`src/rtl/uart_pin_scanner.sv`:
```
`timescale 1ns/1ps
module uart_pin_scanner #(
  parameter int NPINS       = 32,
  parameter int PASSIVE_CYC = 500_000_000,
  parameter int LISTEN_CYC  = 12_500_000,
  parameter int DIV_SLOW    = 13021,
  parameter int DIV_MID     = 3255,
  parameter int DIV_FAST    = 1085
) (
  input  logic             clk,
  input  logic             rst_n,
  input  logic             start,
  input  logic [1:0]       mode,
  input  logic [NPINS-1:0] pins_in,
  output logic [NPINS-1:0] pin_oe,
  output logic             pin_do,
  output logic             rpt_valid,
  input  logic             rpt_ready,
  output logic [7:0]       rpt_pin,
  output logic             rpt_level,
  output logic [7:0]       rpt_tx,
  output logic [1:0]       rpt_baud,
  output logic             done
);
  localparam int WMAX = (PASSIVE_CYC > LISTEN_CYC) ? PASSIVE_CYC : LISTEN_CYC;
  localparam int DMAX = (DIV_SLOW > DIV_MID) ? ((DIV_SLOW > DIV_FAST) ? DIV_SLOW : DIV_FAST)
                                             : ((DIV_MID > DIV_FAST) ? DIV_MID : DIV_FAST);
  localparam int WW = $clog2(WMAX + 1);
  localparam int DW = $clog2(DMAX + 1);
  localparam int IW = (NPINS > 1) ? $clog2(NPINS) : 1;
  localparam logic [9:0] FRAME = {1'b1, 8'h0A, 1'b0};

  typedef enum logic [1:0] {S_IDLE, S_RUN, S_FIN} st_t;

  st_t st;
  logic [NPINS-1:0] s1, s2, last, mask, diff;
  logic [1:0] md, baud;
  logic [7:0] txp, rxp;
  logic listen;
  logic [3:0] bitn;
  logic [DW-1:0] bcnt, div_cur;
  logic [WW-1:0] wcnt;
  logic [IW-1:0] idx;
  logic [7:0] nx_tx, nx_rx;
  logic [1:0] nx_baud;
  logic last_step;

  wire run     = (st == S_RUN);
  wire passive = !(md == 2'd1 || md == 2'd2);
  wire perpin  = (md == 2'd2);
  wire active  = run && !passive;
  wire [NPINS-1:0] tx_hot = NPINS'(1) << txp;
  wire [NPINS-1:0] rx_hot = NPINS'(1) << rxp;

  always_comb begin
    if (!run)        mask = '0;
    else if (passive) mask = '1;
    else if (perpin) mask = rx_hot;
    else             mask = ~tx_hot;
  end

  assign diff = (s2 ^ last) & mask;

  always_comb begin
    idx = '0;
    for (int i = NPINS - 1; i >= 0; i--)
      if (diff[i]) idx = IW'(i);
  end

  assign rpt_valid = |diff;
  assign rpt_pin   = 8'(idx);
  assign rpt_level = s2[idx];
  assign rpt_tx    = active ? txp : 8'hFF;
  assign rpt_baud  = baud;
  assign pin_oe    = active ? tx_hot : '0;
  assign pin_do    = !active || listen || FRAME[bitn];
  assign done      = (st == S_FIN);

  wire stall = rpt_valid && !rpt_ready;
  wire go    = run && !stall;

  always_comb begin
    case (baud)
      2'd0:    div_cur = DW'(DIV_SLOW - 1);
      2'd1:    div_cur = DW'(DIV_MID - 1);
      default: div_cur = DW'(DIV_FAST - 1);
    endcase
  end

  wire wend = passive ? (wcnt == WW'(PASSIVE_CYC - 1)) : (wcnt == WW'(LISTEN_CYC - 1));
  wire bend = (bcnt == div_cur);

  always_comb begin
    int t, r, b;
    t = int'(txp);
    r = int'(rxp);
    b = int'(baud);
    if (perpin) begin
      r = r + 1;
      if (r == t) r = r + 1;
      if (r >= NPINS) begin
        t = t + 1;
        r = 0;
      end
      if (t >= NPINS) begin
        t = 0;
        r = 1;
        b = b + 1;
      end
    end else begin
      t = t + 1;
      if (t >= NPINS) begin
        t = 0;
        b = b + 1;
      end
    end
    last_step = (b > 2);
    nx_tx   = 8'(t);
    nx_rx   = 8'(r);
    nx_baud = 2'(b);
  end

  always_ff @(posedge clk or negedge rst_n) begin
    if (!rst_n) begin
      st <= S_IDLE; md <= '0; baud <= '0; txp <= '0; rxp <= '0;
      listen <= 1'b0; bitn <= '0; bcnt <= '0; wcnt <= '0;
      s1 <= '0; s2 <= '0; last <= '0;
    end else begin
      // two sampling flops; the second holds while a record is stalled
      s1 <= pins_in;
      if (!stall) s2 <= s1;
      if (rpt_valid && rpt_ready) last[idx] <= s2[idx];
      if (!run && start) begin
        st <= S_RUN; md <= mode; baud <= '0; txp <= '0;
        rxp <= (mode == 2'd2) ? 8'd1 : 8'd0;
        listen <= 1'b0; bitn <= '0; bcnt <= '0; wcnt <= '0;
        last <= s2;
      end else if (go) begin
        if (passive) begin
          if (wend) st <= S_FIN;
          else      wcnt <= wcnt + 1'b1;
        end else if (!listen) begin
          if (bend) begin
            bcnt <= '0;
            if (bitn == 4'd9) begin
              listen <= 1'b1;
              wcnt <= '0;
            end else bitn <= bitn + 1'b1;
          end else bcnt <= bcnt + 1'b1;
        end else if (wend) begin
          if (last_step) st <= S_FIN;
          else begin
            baud <= nx_baud; txp <= nx_tx; rxp <= nx_rx;
            listen <= 1'b0; bitn <= '0; bcnt <= '0; wcnt <= '0;
            last <= s2;
          end
        end else wcnt <= wcnt + 1'b1;
      end
    end
  end
endmodule


```
`config.mk`:
```
export PLATFORM = sky130hd
export DESIGN_NAME = uart_pin_scanner
export DESIGN_NICKNAME = d
export VERILOG_FILES = /design/src/rtl/uart_pin_scanner.sv
export SDC_FILE = /design/constraint.sdc
export NUM_CORES = 1
export LEC_CHECK = 0
export BUFFER_PORTS_ARGS = -buffer_cell sky130_fd_sc_hd__buf_4
export CAP_MARGIN = 0
export CORE_ASPECT_RATIO = 0.9
export CORE_MARGIN = 2
export CORE_UTILIZATION = 60
export CTS_BUF_LIST = sky130_fd_sc_hd__clkbuf_4 sky130_fd_sc_hd__clkbuf_8
export DETAILED_ROUTE_END_ITERATION = 8
export MAX_ROUTING_LAYER = met4
export PLACE_DENSITY = 0.8
export SLEW_MARGIN = 30
export SYNTH_ARGS = -nofsm -noshare
export SYNTH_HDL_FRONTEND = slang
export SYNTH_SLANG_ARGS = --single-unit
```
`constraint.sdc`:
```
create_clock -name clk -period 9.78 [get_ports clk]
set_clock_uncertainty 0.05 [all_clocks]
set_input_delay 1.467 -clock clk [delete_from_list [all_inputs] [get_ports clk]]
set_output_delay 1.467 -clock clk [all_outputs]
set_load 0.01 [all_outputs]
```
==> reports/qor.yml <==
outcome:
  status: "finished, final reports clean"
layout:
  fin_cells: 1615
  fin_util_pct: 67.0
  areaGrowthSynthToFinish_pct: 10.1
  final.fill_count: 1518
  drive_above_1_share_pct: 13.5
  design_area_um2: 12200
  final_nets: 1408
cts:
  clock-sinks: 166
  cts_buffers: 17
  htreeDepth: 4
  path_clk_slew_ns: 0.11
  cts_tree: "built"
  clk_latency_ns: 0.50
  cts_resized: 0
  post_cts_buffers: 0
  cts_root_buf: "clkbuf_8"
  cts.path.max_buffers: 2
  cts_hold_buf: 0
place:
  dpl.hpwl_um: 23300
  dpl_cell_area_um2: 11800
  pre_cts_ws_ns: 3.08
  placedCellCount: 1581
  globalplace.congestion: 0.961
  portBuffers: 88
route:
  top_layer: "met4"
  firstDrtPassIters: 6
  dr_wl_met3_um: 3020
  vias: 10643
  wire_per_inst_um: 20.3
  dr.first_iter.drc_count: 1143
  drc: 0
  routed_via_density: 6.59
  postRouteAntennaNets: 0
  drt-met1-wl_um: 14300
  wl_um: 32900
  met2WireLength_um: 14400
synth:
  syn_avg_cell_area_um2: 8.41
  synth_top_area_share_pct: 37.3
  synthDistinctLibCells: 93
  yosysWarnings: 0
  ys_ff_latch: 166
  synth_ff_type: "dfrtp_1"
  synth-edff-count: 0
  ys_async_sr_fraction_pct: 100
  synth_area_um2: 11100
  synthCells: 1323
  synth.largest_area_cell: "dfrtp_1"
  synthTopCellsByArea: "dfrtp_1, nand2_1, a21oi_1"
  synth_seq_area_share_pct: 37.3
  post-synth-top-count-cell: "nand2_1"
  ys_top_cells_by_count: "nand2_1, dfrtp_1, nor2_1, a21oi_1, o21ai_0"
worst_setup_path:
  crit_type: "flip-flop to output port"
  cp_cell_sequence: "nor4_1 > a31o_2 > o21ai_0 > a31oi_1 > or3_1 > o22ai_1 > nor2_1 > clkinv_1 > nor4bb_1 > a311oi_2 > nand3_1 > nand4bb_1 > buf_4"
  cp-end-kind: "output port"
  timing.rr.start: "txp[0]"
  slowest_delay_ns: 0.93
  rr_worst_depth: 12
  start_kind: "flip-flop"
  worst_ep_required_time_ns: 8.26
  cp-startpoint: "rxp[2]"
  cp-endpoint: "rpt_level"
  r2r-end: "wcnt[12]"
  worstPathArrival_ns: 5.87
  r2r_setup_slack_ns: 4.37
  crit_slowest_cell: "nor4_1"
  cp_max_fo: 20
die:
  std_cell_rows: 47
  start_util_pct: 60.8
  die_area_um2: 19600
  die-width_um: 148
  core_um2: 18300
  die_y_um: 133
  ios: 92
timing:
  max_slew_margin_pct: 32.6
  worst_slack_ns: 2.39
  hold_viol_final: 0
  rsz0062_at_grt: "false"
  setup_tns_ns: 0
  period_share_pct: 75.5
  max_slew.worst_pin.slew_ns: 1.00
  finalCriticalPeriod_ns: 7.39
  max_freq_ghz: 0.135
  setup_viol: 0
  slew_viol_final: 0
grt:
  grt_usage_pct: 35.2
  grt_pass1_vias: 9786
  grt_max_degree: 109
  grt_pass1_wl_um: 53300
  antenna_found_initial: 2
  overflow: 0
pwr:
  vdd_drop_max_mv: 0.146
  power.leakage_nw: 5.30
  pwr_density_cell_nw_per_um2: 194
worst_hold_path:
  min_path_type: "flip-flop to flip-flop"
job:
  cap_violations: 0
[metrics by stage]
step           hold slack, ns  power (mW)
6_report                0.395        2.37
5_1_grt                 0.427        2.51
4_1_cts                 0.400        2.35
3_5_place_dp            0.377        1.83
3_3_place_gp            0.375        1.82
2_1_floorplan           0.371        1.51
[cell type report]
class	count	area [um^2]	share of cell area [%]
antenna	2	5.00	0.0409
clock buffer	17	234	1.91
clock inverter	15	178	1.45
inverter	27	101	0.827
multi-input combinational	1043	6510	53.2
sequential	166	4150	33.9
tap	245	307	2.50
timing repair buffer	100	757	6.18
[how the worst min path moves through the flow]
stage | from | end | slack, ns | cells after the start
after floorplan | s1[11] | s2[11] | 0.37 | 2
after global placement | s1[7] | s2[7] | 0.37 | 2
after detailed placement | s1[3] | s2[3] | 0.38 | 2
after CTS | s1[14] | s2[14] | 0.40 | 2
after global routing | s1[22] | s2[22] | 0.43 | 2
final | s1[14] | s2[14] | 0.39 | 2
[report_power, final]
group | internal (mW) | total, mW | leakage (nW) | switching (mW)
logic | 0.370 | 1.02 | 2.97 | 0.652
registers | 0.758 | 0.833 | 2.12 | 0.0753
clock network | 0.196 | 0.518 | 0.203 | 0.322
[layout by cell type (no fill, tap or decap), types with 27 or more instances in the layout]
cell type,netlist,layout
and3_1,27,27
xor2_1,35,35
buf_4,4,99
nand2_1,177,176
nor3_1,27,27
nand3_1,40,40
o21ai_0,91,91
dfrtp_1,166,166
a21oi_1,93,92
nor2_1,115,114
[flip-flops by register name (all words and copies together), names as in the netlist]
| register | count |
|---|---|
| last | 32 |
| s1 | 32 |
| s2 | 32 |
| wcnt | 29 |
| bcnt | 14 |
| rxp | 8 |
| txp | 8 |
| bitn | 4 |
| md | 2 |
| rpt_baud | 2 |
| st | 2 |
| listen | 1 |
[layer usage]
layer / vias to the layer above / track usage, %
li1: 4894 / -
met1: 5088 / 51.2
met2: 564 / 48.8
met3: 97 / 7.40
met4: 0 / 12.2
met5: - / -
[kinds of logic after synthesis]
| group | Yosys count | synth area share (%) |
|---|---|---|
| multiplexers | 31 | 3.08 |
| other | 1 | 0.0337 |
| flip-flops | 166 | 37.3 |
| adder cells (fa/ha/maj) | 15 | 1.69 |
| XOR/XNOR | 57 | 4.61 |
| AO/OA/AOI/OAI | 361 | 21.1 |
| buffers and inverters | 116 | 4.39 |
| AND/OR/NAND/NOR | 576 | 27.7 |
[worst max-delay path, delay by kind of cell, from the launching register on]
kind | cells | cell delay, ns
and+or+nand+nor | 6 | 2.77
DFF | 1 | 0.60
buffers and inverters | 2 | 0.72
AOI/OAI and AO/OA | 5 | 1.30
Note: power is estimated with default switching activity, not from simulation.
